--- src/rtl/rot_barrel_pkg.sv ---
package rot_barrel_pkg;

  typedef enum logic {
    DIR_RIGHT = 1'b0,
    DIR_LEFT  = 1'b1
  } shift_dir_e;

  // rotate step of stage g in a chain of n radix-4 stages (first stage is coarsest)
  function automatic int stage_step(input int g, input int n);
    return 1 << (2 * (n - 1 - g));
  endfunction

endpackage

--- src/rtl/rot_amount_unit.sv ---
module rot_amount_unit #(
  parameter int SH_W  = 5,
  localparam int ROT_W = SH_W + 1
) (
  input  logic [SH_W-1:0]  shamt,
  input  logic             dir_left,
  output logic [ROT_W-1:0] rot_amt
);
  import rot_barrel_pkg::*;

  logic [ROT_W-1:0] amt_ext;

  assign amt_ext = {1'b0, shamt};

  // left shift = rotate right by the two's complement of the amount
  always_comb begin
    if (shift_dir_e'(dir_left) == DIR_LEFT) rot_amt = '0 - amt_ext;
    else                                    rot_amt = amt_ext;
  end

  // a nonzero left amount always maps into the upper half of the rotate range
  always_comb begin
    if (dir_left && shamt != '0)
      assert (rot_amt[ROT_W-1]) else $error("p_left_upper_half_r4");
  end

endmodule

--- src/rtl/rot_mux_stage.sv ---
module rot_mux_stage #(
  parameter int IN_W  = 64,
  parameter int OUT_W = 47,
  parameter int STEP  = 16
) (
  input  logic [IN_W-1:0]  din,
  input  logic [1:0]       sel,
  output logic [OUT_W-1:0] dout
);
  logic [3:0][OUT_W-1:0] cand;

  for (genvar s = 0; s < 4; s++) begin : g_cand
    for (genvar i = 0; i < OUT_W; i++) begin : g_bit
      assign cand[s][i] = din[(i + s * STEP) % IN_W];
    end
  end

  always_comb dout = cand[sel];

  // a zero select passes the low bits straight through
  always_comb begin
    if (sel == 2'd0)
      assert (dout == din[OUT_W-1:0]) else $error("p_stage_pass_r5");
  end

endmodule

--- src/rtl/rot_barrel_shifter.sv ---
module rot_barrel_shifter #(
  parameter int DATA_W = 32,
  parameter int SH_W   = 5
) (
  input  logic              clk,
  input  logic              rst,
  input  logic [DATA_W-1:0] operand,
  input  logic [SH_W-1:0]   shamt,
  input  logic              dir_left,
  output logic [DATA_W-1:0] result
);
  import rot_barrel_pkg::*;

  localparam int WORD_W  = 2 * DATA_W;
  localparam int ROT_W   = SH_W + 1;
  localparam int NUM_STG = ROT_W / 2;
  localparam logic [DATA_W-1:0] ONES = '1;

  logic [ROT_W-1:0]  rot_amt;
  logic [DATA_W-1:0] shifted;

  rot_amount_unit #(.SH_W(SH_W)) u_amt (
    .shamt    (shamt),
    .dir_left (dir_left),
    .rot_amt  (rot_amt)
  );

  for (genvar g = 0; g < NUM_STG; g++) begin : g_stg
    localparam int STEP  = stage_step(g, NUM_STG);
    localparam int IN_W  = (g == 0) ? WORD_W : DATA_W + 4 * STEP - 1;
    localparam int OUT_W = DATA_W + STEP - 1;

    logic [IN_W-1:0]  stg_in;
    logic [OUT_W-1:0] stg_out;

    if (g == 0) begin : g_first
      assign stg_in = {{(WORD_W - DATA_W){1'b0}}, operand};
    end else begin : g_next
      assign stg_in = g_stg[g-1].stg_out;
    end

    rot_mux_stage #(.IN_W(IN_W), .OUT_W(OUT_W), .STEP(STEP)) u_stage (
      .din  (stg_in),
      .sel  (rot_amt[2*(NUM_STG-1-g) +: 2]),
      .dout (stg_out)
    );
  end

  assign shifted = g_stg[NUM_STG-1].stg_out;

  always_ff @(posedge clk) begin
    if (rst) result <= '0;
    else     result <= shifted;
  end

  p_reset_clear_r1: assert property (@(posedge clk) rst |=> result == '0);

  p_zero_amount_r5: assert property (@(posedge clk) disable iff (rst)
    shamt == '0 |=> result == $past(operand));

  p_right_fill_r3: assert property (@(posedge clk) disable iff (rst)
    !dir_left |=> (result & ~(ONES >> $past(shamt))) == '0);

  p_left_fill_r4: assert property (@(posedge clk) disable iff (rst)
    dir_left |=> (result & ~(ONES << $past(shamt))) == '0);

endmodule

--- config.mk ---
export PLATFORM = sky130hd
export DESIGN_NAME = rot_barrel_shifter
export DESIGN_NICKNAME = d
export VERILOG_FILES = /design/src/rtl/rot_barrel_pkg.sv /design/src/rtl/rot_amount_unit.sv /design/src/rtl/rot_mux_stage.sv /design/src/rtl/rot_barrel_shifter.sv
export SDC_FILE = /design/constraint.sdc
export NUM_CORES = 1
export LEC_CHECK = 0
export ABC_CLOCK_PERIOD_IN_PS = 11400
export BUFFER_PORTS_ARGS = -buffer_cell sky130_fd_sc_hd__buf_4
export CORE_MARGIN = 5
export CORE_UTILIZATION = 50
export DETAILED_ROUTE_END_ITERATION = 7
export PLACE_DENSITY_LB_ADDON = 0.1
export SYNTH_ARGS = -nofsm -noshare
export SYNTH_HDL_FRONTEND = slang
export SYNTH_SLANG_ARGS = --single-unit
--- constraint.sdc ---
create_clock -name clk -period 11.4 [get_ports clk]
set_clock_uncertainty 0.2 [all_clocks]
set_input_delay 1.71 -clock clk [delete_from_list [all_inputs] [get_ports clk]]
set_output_delay 1.71 -clock clk [all_outputs]
set_load 0.01 [all_outputs]
Word-level counts from Yosys, hierarchy flattened

Cells that the tools add are included.

Add/sub/neg operators: 1
$lt $le $gt $ge: 3
Multiplexer cells: 7

Operators with widths:

| cell                | count |
|---|---|
| $bmux 47 s2         | 1 |
| $bmux 35 s2         | 1 |
| $bmux 32 s2         | 1 |
| $mux 47             | 1 |
| $mux 35             | 1 |
| $mux 32             | 1 |
| $lt 2x3->1 const B  | 3 |
| $mux 6              | 1 |
| $sub 1x5->6 const A | 1 |

Bits in registers: 32
Bits of input ports: 40
Output and inout bits: 32
Logic and storage cells: 12

Longest topological paths before layout

Gate-level depths: netlist of the first run.

Word-level depth: 8
Mapped depth: 13
Mapped depth without buffers: 9

Cells and area by module

Synthesis of the first run repeated with hierarchy kept, for this count alone.

Cells, all modules: 225
Area, all modules: 3876.2 sq um

Modules (own cells, without submodules):

| module                            | times used | cells each | area an instance (sq um) | sequential area each (sq um) |
|---|---|---|---|---|
| rot_mux_stage at g_stg[0].u_stage | 1          | 57         | 1161.1                   | 0.0 |
| rot_mux_stage at g_stg[1].u_stage | 1          | 43         | 907.1                    | 0.0 |
| rot_barrel_shifter                | 1          | 68         | 867.1                    | 640.6 |
| rot_mux_stage at g_stg[2].u_stage | 1          | 40         | 819.5                    | 0.0 |
| rot_amount_unit                   | 1          | 17         | 121.4                    | 0.0 |

Worst setup path after synthesis of the first run

Ideal clock, no wire load.

Kind: in2reg
Start point: input port shamt[0]
End point: register result[2]
Setup time: 122 ps
Data arrival time: 4628 ps
Data required time: 11078 ps
Setup slack: 6450 ps
Cell stages on the path: 11
Buffers on the path: 3
Cell sequence: clkbuf_1 inv_1 clkbuf_1 ha_1 nand2b_1 xnor2_1 buf_2 mux4_2 nand2_1 o221ai_1 a221o_1

Word-level cells in the longest chain between the ends: 8

Ends and longest elaborated chain:

| item                              | RTL line                 | text |
|---|---|---|
| start, declared                   | rot_barrel_shifter.sv:8  | `input logic [SH_W-1:0] shamt,` |
| $sub 1x5->6                       | rot_amount_unit.sv:17    | `if (shift_dir_e'(dir_left) == DIR_LEFT) rot_amt = '0 - amt_ext;` |
| $mux 6 (*)                        | rot_amount_unit.sv:17    |  |
| $bmux 47 s2                       | rot_mux_stage.sv:18      | `always_comb dout = cand[sel];` |
| $mux 47 (implied by the code)     | rot_mux_stage.sv:18      |  |
| $bmux 35 s2                       | rot_mux_stage.sv:18      |  |
| $mux 35 (implied by the code)     | rot_mux_stage.sv:18      |  |
| $bmux 32 s2 (*)                   | rot_mux_stage.sv:18      |  |
| $mux 32 (implied by the code) (*) | rot_mux_stage.sv:18      |  |
| end signal, assigned              | rot_barrel_shifter.sv:53 | `else result <= shifted;` |
| end, declared                     | rot_barrel_shifter.sv:10 | `output logic [DATA_W-1:0] result` |

Mark *: on every way between the ends. The rest lies on a longest branch, timed or not. The select of a mux whose other input is x is not followed.
A chain may end at the register's enable or synchronous reset.

Worst setup path after layout of the first run

Start point: input port shamt[0]
End point: register result[6]

Same word-level chain as after synthesis.

==> flow_metrics.tcl, run 1 <==
set metrics [dict create \
    path_delay_family "compound AO/OA/AOI/OAI gates" \
    syn_area_um2 2820 \
    power_density_nw_per_um2 123 \
    grt_max_degree 44 \
    timing_max_transition_violations_final 0 \
    max_stage_delay_ps 700 \
    overall_overflow_remaining_after_global_route 0 \
    clkSlewWorstSetupHoldPaths_ps 70 \
    dr_total_vias 3093 \
    grt_pass1_vias 2790 \
    crit_buf_inv 3 \
    synth_xor_area_share_pct 1.24 \
    postSynth.asyncResetShare_pct 0 \
    core.rowCount 27 \
    finalNetCount 416 \
    cts_tree "done" \
    totalWireLength_mm 9.40 \
    p_leak_nw 1.41 \
    yosys-mux-area-fraction_pct 21.8 \
    yosys_warnings 0 \
    timing.max_cap.violations 0 \
    post_synth_inst_count 320 \
    post_layout_nonfiller_instances 448 \
    die-area_um2 7240 \
    power.share.combinational_pct 44.5 \
    timing_worst_slew_pin_value_ps 1080 \
    final-setup-viol-count 0 \
    critical_path.endpoint_type "flop" \
    yosys.area_share.simple_pct 11.8 \
    most-common-layout-cells "76 x buf_4, 33 x nand2_1, 32 x dfxtp_1, 31 x mux2i_1, 22 x a22oi_1" \
    die_width_um 85.1 \
    outcome "completed" \
    start_kind "input pin" \
    synthDominantCellAreaShare_pct 22.7 \
    finalCritPeriodShare_pct 45.5 \
    dominant_combinational_cell_family_by_area_after_synthesis "compound AO/OA/AOI/OAI gates" \
    holdWs_ps 1600 \
    drt_first_iter_violations 346 \
    placement.setup.worst_slack_ps 6010 \
    cts-root-buf "clkbuf_8" \
    worstPathRequired_ps 11350 \
    cp_slowest_cell "a222oi_1" \
    reg.largest.list "result x32" \
    post_cts.resized_instances 0 \
    intPower_mw 0.270 \
    detailed_router_iteration_count_before_antenna_repair 5 \
    switching_share_pct 36.3 \
    finish.utilization_pct 62.9 \
    yosys.cell_types.count 53 \
    portBuffers 71 \
    power.ir.vdd_worst_v 0.0000630 \
    most_used_cell_along_the_critical_path "buf_4" \
    cp_data_arrival_time_ps 5140 \
    startpoint_of_the_most_critical_setup_path "shamt[0]" \
    highest_fanout_seen_on_the_critical_path 43 \
    post-place-cells 440 \
    multi_input_area_um2 2040 \
    commonest_non_fill_non_tap_cell_in_the_layout "buf_4" \
    depth_of_the_cts_h_tree 2 \
    timing.final.hold_violations 0 \
    layout_setup_ws_ps 6210 \
    holdBufCountCts 0 \
    synth.ff_latch_count 32 \
    ctsLongestPathBuffers 2 \
    final_period_minus_worst_setup_slack_ps 5190 \
    seq_area_um2 641 \
    synth_sequential_area_ratio_pct 22.7 \
    synthAdderAreaFrac_pct 0.444 \
    hold_path_startpoint "rst" \
    largest_register_ff_count 32 \
    gp_weighted_congestion 0.908 \
    clock_power_share_pct 25.0 \
    top_register "result" \
    crit_type "in -> reg" \
    synth_compound_area_share_pct 36.5 \
    global_route_wire_length_before_repair_mm 14.9 \
    route.detailed.wl_per_inst_um 21.0 \
    slew_headroom_pct 27.6 \
    number_of_enable_flip_flop_cells_after_synthesis 0 \
    dieHeight_um 85.1 \
    post-synth-top-area-cell "dfxtp_1" \
    clock.fmax_mhz 193 \
    synth-main-ff-cell "dfxtp_1" \
    synth.net_count 361 \
    finalSetupTns_ps 0 \
    final_routed_drc_violation_total 0 \
    initial_core_util_pct 51.2 \
    hp-class "in -> reg" \
    drive_above_1_share_pct 28.5 \
    syn2layout_area_growth_pct 22.9 \
    final_antenna_net_count 0 \
    dp_hpwl_mm 7.17 \
    netlist_top_cells_area "dfxtp_1 23%, mux2i_1 11%, mux4_2 8.0%, a22oi_1 5.9%, nand2_1 4.4%" \
    net-switching-power_mw 0.154 \
    seqPwrFrac_pct 30.4 \
    antenna_found_initial 0 \
    syn_avg_cell_area_um2 8.81 \
    antenna-diode-count 0 \
    cts_made_buffers 5 \
    design.portCount 72 \
    worstPathCellList "buf_4, inv_1, ha_1, or4bb_1, o211ai_4, buf_4, mux2_2, a222oi_1, nand2_1, o21ai_0, o221ai_1" \
    final.fill_count 492 \
    clock_sink_count 32 \
    grt_util_all_layers_pct 25.6 \
    ratio_of_routed_vias_to_standard_cells 6.90 \
    core_area_um2 5510 \
    unrepaired_setup_endpoints_after_global_routing "no" \
    cts_setup_buffers 0 \
]
-- layer usage --
metal	GRT usage [%]	wire (µm)	vias to the layer above	share of wire, %
li1	-	-	1407	-
met1	37.4	4100	1466	44
met2	37.7	4190	203	45
met3	3.79	916	17	9.7
met4	9.64	199	0	2.1
met5	0	0	-	0
-- Yosys cell counts, drive strengths merged (2+ instances only) --
cell type / number
a211o: 3
a21o: 2
a21oi: 10
a221o: 5
a221oi: 4
a222oi: 3
a22o: 11
a22oi: 22
a2bb2oi: 4
a32oi: 14
buf: 16
clkbuf: 12
dfxtp: 32
inv: 5
mux2: 7
mux2i: 31
mux4: 10
nand2: 33
nand2b: 4
nand3: 4
nor2: 19
nor2b: 2
nor4: 2
o211ai: 10
o21ai: 13
o221ai: 12
o22a: 3
o22ai: 6
o31ai: 2
o32ai: 2
xnor2: 2
xor2: 2
-- power groups by stage --
stage	logic (mW)	registers [mW]	clock network, mW
floorplan	0.112	0.139	0
detailed placement	0.185	0.132	0
global placement	0.185	0.132	0
finish	0.189	0.129	0.106
CTS	0.185	0.130	0.106
global route	0.202	0.131	0.113
-- layout make-up --
type,instances,area share (%)
multi-input combinational,255,58.8
sequential,32,18.5
timing repair buffer,76,16.5
tap,72,2.60
clock buffer,6,2.09
clock inverter,2,1.01
inverter,5,0.542
-- tightest hold or removal path: cells and delay by family --
family,cells,cell delay [ps]
AND/OR/NAND/NOR,1,150
AO/OA/AOI/OAI,1,80
buffers and inverters,1,90
-- through the flow --
step | cell area [µm²] | total power [mW]
finish | 3470 | 0.425
global route | 3470 | 0.446
CTS | 3470 | 0.421
detailed placement | 3360 | 0.317
global placement | 3360 | 0.317
floorplan | 2820 | 0.251
-- cell families (layout without fill, tap and decap cells) --
logic type               count (synthesis)  in the layout
AO/OA/AOI/OAI                          129            129
AND/OR/NAND/NOR                         73             73
multiplexers                            48             48
buffers and inverters                   33             89
flip-flops                              32             32
XOR/XNOR                                 4              4
adder cells (fa/ha/maj)                  1              1
-- path summary, 6_finish.rpt --
kind               endpoint  slack (ps)  cells after the start
max    result[6]$_SDFF_PP0_        6210                     11
min   result[13]$_SDFF_PP0_        1600                      3
Note: power is estimated with default switching activity, not from simulation.
==> run 2: changes to the inputs <==
--- a/config.mk
+++ b/config.mk
@@ -5,7 +5,7 @@
 export SDC_FILE = /design/constraint.sdc
 export NUM_CORES = 1
 export LEC_CHECK = 0
-export ABC_CLOCK_PERIOD_IN_PS = 11400
+export ABC_CLOCK_PERIOD_IN_PS = 5200
 export BUFFER_PORTS_ARGS = -buffer_cell sky130_fd_sc_hd__buf_4
 export CORE_MARGIN = 5
 export CORE_UTILIZATION = 50
==> constraint.sdc (replaced) <==
create_clock -name clk -period 5.2 [get_ports clk]
set_clock_uncertainty 0.2 [all_clocks]
set_input_delay 0.78 -clock clk [delete_from_list [all_inputs] [get_ports clk]]
set_output_delay 0.78 -clock clk [all_outputs]
set_load 0.01 [all_outputs]
==> run 2 against run 1 <==
- sequential share of layout area is 0.16 points lower
- cell count is 0.89% higher
- core utilization up 0.55 points
- cell area is 0.87% higher
- total power up 120%
- via count increased by 2.2%
- worst hold slack got worse by 940 ps
- first-iteration DRC count is 4.3% higher
- wire length grew 4.0%
- sequential cell count is the same
- clock power up 120%
- combinational power rose by 120%
- largest cell class unchanged
- highest routed layer unchanged
==> flow_metrics.tcl, run 2 (synthesis results as in run 1) <==
set metrics [dict create \
    portBuffers 71 \
    core_area_um2 5510 \
    reg.largest.list "result x32" \
    totalWireLength_mm 9.77 \
    critical_path.endpoint_type "flop" \
    slew_headroom_pct 34.3 \
    depth_of_the_cts_h_tree 2 \
    finalCritPeriodShare_pct 79.0 \
    multi_input_area_um2 2040 \
    timing.final.hold_violations 0 \
    unrepaired_setup_endpoints_after_global_routing "no" \
    cts_made_buffers 5 \
    cts_setup_buffers 0 \
    final_period_minus_worst_setup_slack_ps 4110 \
    p_leak_nw 1.43 \
    power.ir.vdd_worst_v 0.000177 \
    ctsLongestPathBuffers 2 \
    post_layout_nonfiller_instances 452 \
    final.fill_count 480 \
    ratio_of_routed_vias_to_standard_cells 6.99 \
    dp_hpwl_mm 7.58 \
    die_width_um 85.1 \
    final_antenna_net_count 0 \
    cp_data_arrival_time_ps 4070 \
    most-common-layout-cells "80 x buf_4, 33 x nand2_1, 32 x dfxtp_1, 31 x mux2i_1, 22 x a22oi_1" \
    grt_max_degree 29 \
    drive_above_1_share_pct 29.2 \
    route.detailed.wl_per_inst_um 21.6 \
    antenna_found_initial 0 \
    grt_util_all_layers_pct 26.2 \
    hp-class "in -> reg" \
    power_density_nw_per_um2 269 \
    crit_type "in -> reg" \
    cts-root-buf "clkbuf_8" \
    commonest_non_fill_non_tap_cell_in_the_layout "buf_4" \
    post_cts.resized_instances 0 \
    final_routed_drc_violation_total 0 \
    overall_overflow_remaining_after_global_route 0 \
    timing_worst_slew_pin_value_ps 982 \
    top_register "result" \
    finalSetupTns_ps 0 \
    clock.fmax_mhz 244 \
    hold-path-endpoint "result[29]$_SDFF_PP0_" \
    timing_max_transition_violations_final 0 \
    start_kind "input pin" \
    holdBufCountCts 0 \
    drt_first_iter_violations 361 \
    global_route_wire_length_before_repair_mm 15.4 \
    outcome "completed" \
    antenna-diode-count 0 \
    finalNetCount 420 \
    clock_sink_count 32 \
    initial_core_util_pct 51.2 \
    clkSlewWorstSetupHoldPaths_ps 60 \
    post-place-cells 444 \
    worstPathRequired_ps 5170 \
    design.portCount 72 \
    core.rowCount 27 \
    cts_tree "done" \
    dr_total_vias 3160 \
    hold_path_startpoint "shamt[0]" \
    grt_pass1_vias 2857 \
    dieHeight_um 85.1 \
    timing.max_cap.violations 0 \
    detailed_router_iteration_count_before_antenna_repair 6 \
    final-setup-viol-count 0 \
    die-area_um2 7240 \
    seq_area_um2 641 \
    largest_register_ff_count 32 \
    hold_path_depth 2 \
    highest_fanout_seen_on_the_critical_path 28 \
    syn2layout_area_growth_pct 24.0 \
    gp_weighted_congestion 0.934 \
]
[run 2: cell types whose count changed in the layout (fill, tap and decap cells not counted), sizes merged]
cell  change
buf       +4
[run 2: worst max-delay path by stage]
stage | from | to | slack [ps]
2_1_floorplan | shamt[0] | result[2]$_SDFF_PP0_ | 1180
3_3_place_gp | shamt[0] | result[2]$_SDFF_PP0_ | 910
3_5_place_dp | shamt[0] | result[7]$_SDFF_PP0_ | 870
4_1_cts | shamt[0] | result[7]$_SDFF_PP0_ | 1160
5_1_grt | shamt[0] | result[7]$_SDFF_PP0_ | 970
6_report | shamt[0] | result[29]$_SDFF_PP0_ | 1090
[run 2: where the power goes]
part / internal (mW) / leakage (nW) / switching, mW
clock network: 0.142 / 0.0552 / 0.0899
logic: 0.179 / 1.12 / 0.245
registers: 0.276 / 0.263 / 0.00790
total: 0.597 / 1.43 / 0.343
[run 2: worst max-delay path, stage by stage]
cell and delay (ps):
buf_4 180, inv_1 350, ha_1 280, or4bb_1 540
o211ai_4 390, buf_4 300, mux2_2 350, a21oi_1 220
o221ai_1 250, a221oi_1 350, a21oi_1 60
[run 2: area by class of cell]
cell class | instances | area share [%]
sequential | 32 | 18.3
inverter | 5 | 0.537
tap | 72 | 2.58
clock buffer | 6 | 2.08
multi-input combinational | 255 | 58.3
clock inverter | 2 | 1.00
timing repair buffer | 80 | 17.2
[run 2: stage by stage]
stage	utilization (%)	worst slack, ps	cell area (µm²)	hold slack [ps]	total power [mW]
after floorplan	-	1180	2820	814	0.550
after CTS	63.5	1160	3500	648	0.932
after global placement	61.5	911	3390	948	0.701
final	63.5	1090	3500	657	0.940
after global routing	63.5	972	3500	655	0.981
after detailed placement	61.5	868	3390	934	0.702
[run 2: routing by layer]
metal / global-route usage [%] / wire, µm / up-vias
met5: 0 / 0 / -
met4: 9.06 / 218 / 0
met3: 2.91 / 1000 / 24
met2: 41.5 / 4460 / 242
met1: 36.9 / 4100 / 1481
li1: - / - / 1413
==> run 3: changes to the inputs <==
--- a/config.mk
+++ b/config.mk
@@ -5,7 +5,7 @@
 export SDC_FILE = /design/constraint.sdc
 export NUM_CORES = 1
 export LEC_CHECK = 0
-export ABC_CLOCK_PERIOD_IN_PS = 5200
+export ABC_CLOCK_PERIOD_IN_PS = 4100
 export BUFFER_PORTS_ARGS = -buffer_cell sky130_fd_sc_hd__buf_4
 export CORE_MARGIN = 5
 export CORE_UTILIZATION = 50
==> constraint.sdc (replaced) <==
create_clock -name clk -period 4.1 [get_ports clk]
set_clock_uncertainty 0.2 [all_clocks]
set_input_delay 0.615 -clock clk [delete_from_list [all_inputs] [get_ports clk]]
set_output_delay 0.615 -clock clk [all_outputs]
set_load 0.01 [all_outputs]
==> run 3 against run 2 <==
- sequential share of layout area decreased by 0.098 points
- sequential cell count unchanged
- clock-buffer cell count increased by 1
- wire length decreased by 3.3%
- clock power increased by 10%
- cell count increased by 0.66%
- largest power group unchanged
- highest routed layer unchanged
- critical path depth decreased by 1
- non-clock buffer count increased by 4
- core utilization increased by 0.34 points
- critical path type unchanged
==> flow_metrics.tcl, run 3 (synthesis results as in run 1) <==
set metrics [dict create \
    die-area_um2 7240 \
    drt_first_iter_violations 372 \
    finalCritPeriodShare_pct 83.6 \
    reg.largest.list "result x32" \
    crit_type "in -> reg" \
    commonest_non_fill_non_tap_cell_in_the_layout "buf_4" \
    largest_register_ff_count 32 \
    final_antenna_net_count 0 \
    overall_overflow_remaining_after_global_route 0 \
    unrepaired_setup_endpoints_after_global_routing "no" \
    power_density_nw_per_um2 328 \
    worstPathRequired_ps 4080 \
    clkSlewWorstSetupHoldPaths_ps 60 \
    cts-root-buf "clkbuf_8" \
    cts_setup_buffers 0 \
    top_register "result" \
    initial_core_util_pct 51.2 \
    hold-path-endpoint "result[13]$_SDFF_PP0_" \
    syn2layout_area_growth_pct 24.7 \
    die_width_um 85.1 \
    hp-class "in -> reg" \
    cts_made_buffers 5 \
    timing_max_transition_violations_final 0 \
    gp_weighted_congestion 0.941 \
    p_leak_nw 1.45 \
    grt_pass1_vias 2936 \
    holdBufCountCts 0 \
    post_cts.resized_instances 0 \
    cts_tree "done" \
    start_kind "input pin" \
    grt_util_all_layers_pct 26.2 \
    global_route_wire_length_before_repair_mm 15.5 \
    critical_path.endpoint_type "flop" \
    hold_path_depth 3 \
    final.fill_count 501 \
    power.ir.vdd_worst_v 0.000223 \
    slew_headroom_pct 33.6 \
    antenna-diode-count 0 \
    dp_hpwl_mm 7.30 \
    depth_of_the_cts_h_tree 2 \
    finalNetCount 424 \
    clock_sink_count 32 \
    design.portCount 72 \
    most-common-layout-cells "84 x buf_4, 33 x nand2_1, 32 x dfxtp_1, 31 x mux2i_1, 22 x a22oi_1" \
    totalWireLength_mm 9.45 \
    timing.final.hold_violations 0 \
    grt_max_degree 33 \
    ctsLongestPathBuffers 2 \
    core.rowCount 27 \
    ratio_of_routed_vias_to_standard_cells 6.90 \
    final_period_minus_worst_setup_slack_ps 3430 \
    cp_data_arrival_time_ps 3410 \
    finalSetupTns_ps 0 \
    report.power.total_mw 1.15 \
    route.detailed.wl_per_inst_um 20.8 \
    outcome "completed" \
    final-setup-viol-count 0 \
    detailed_router_iteration_count_before_antenna_repair 6 \
    hold_path_startpoint "rst" \
    dr_total_vias 3138 \
    timing.max_cap.violations 0 \
    final_routed_drc_violation_total 0 \
    highest_fanout_seen_on_the_critical_path 32 \
    antenna_found_initial 0 \
    dieHeight_um 85.1 \
    portBuffers 71 \
    core_area_um2 5510 \
    drive_above_1_share_pct 30.0 \
    timing_worst_slew_pin_value_ps 991 \
    clock.fmax_mhz 292 \
]
==> run 3: cell types whose count changed in the layout (fill, tap and decap cells not counted) <==
cell	change
bufinv_16	-1
buf_4	+4
clkbuf_1	-1
clkbuf_8	+2
clkinv_2	-1
==> run 3: area by class of cell <==
type	instances	area [µm²]	area share (%)
multi-input cells	255	2040	58.0
flip-flops and latches	32	641	18.2
repair buffers	84	631	17.9
clock buffers	7	96.3	2.74
well taps	72	90.1	2.56
inverters	5	18.8	0.534
==> run 3: routing by layer <==
layer	share of wire, %	GRT usage [%]	vias to the layer above
met4	3.3	12.1	0
met3	9.9	4.17	29
li1	-	-	1425
met1	43	37.1	1462
met2	44	39.0	222
met5	0	0	-
==> run 3: worst max-delay path by stage <==
stage	depth (start not counted)	end	slack, ps	from
floorplan	11	result[2]$_SDFF_PP0_	250	shamt[0]
global placement	10	result[2]$_SDFF_PP0_	460	shamt[0]
detailed placement	10	result[2]$_SDFF_PP0_	420	shamt[0]
CTS	10	result[2]$_SDFF_PP0_	710	shamt[0]
global route	10	result[17]$_SDFF_PP0_	450	shamt[0]
finish	10	result[2]$_SDFF_PP0_	670	shamt[0]
==> run 3: where the power goes <==
part / leakage, nW / internal (mW) / switching (mW)
Clock: 0.0503 / 0.149 / 0.107
Sequential: 0.263 / 0.350 / 0.00920
Combinational: 1.13 / 0.230 / 0.307
==> run 3: critical path: stages <==
cell and delay (ps):
buf_4 110, inv_1 70, ha_1 200, or4bb_1 540, o211ai_4 430, buf_4 290
mux4_2 360, a22oi_1 330, mux2i_1 140, a221o_1 310
==> run 3: stage by stage <==
stage               hold slack [ps]  std cells  utilization (%)  setup slack (ps)  area [µm²]
CTS                             507        455             63.8               715        3510
detailed placement              799        448             62.1               421        3420
finish                          511        455             63.8               670        3510
global route                    528        455             63.8               448        3510
global placement                806        448             62.1               458        3420
floorplan                       649        320                -               245        2820
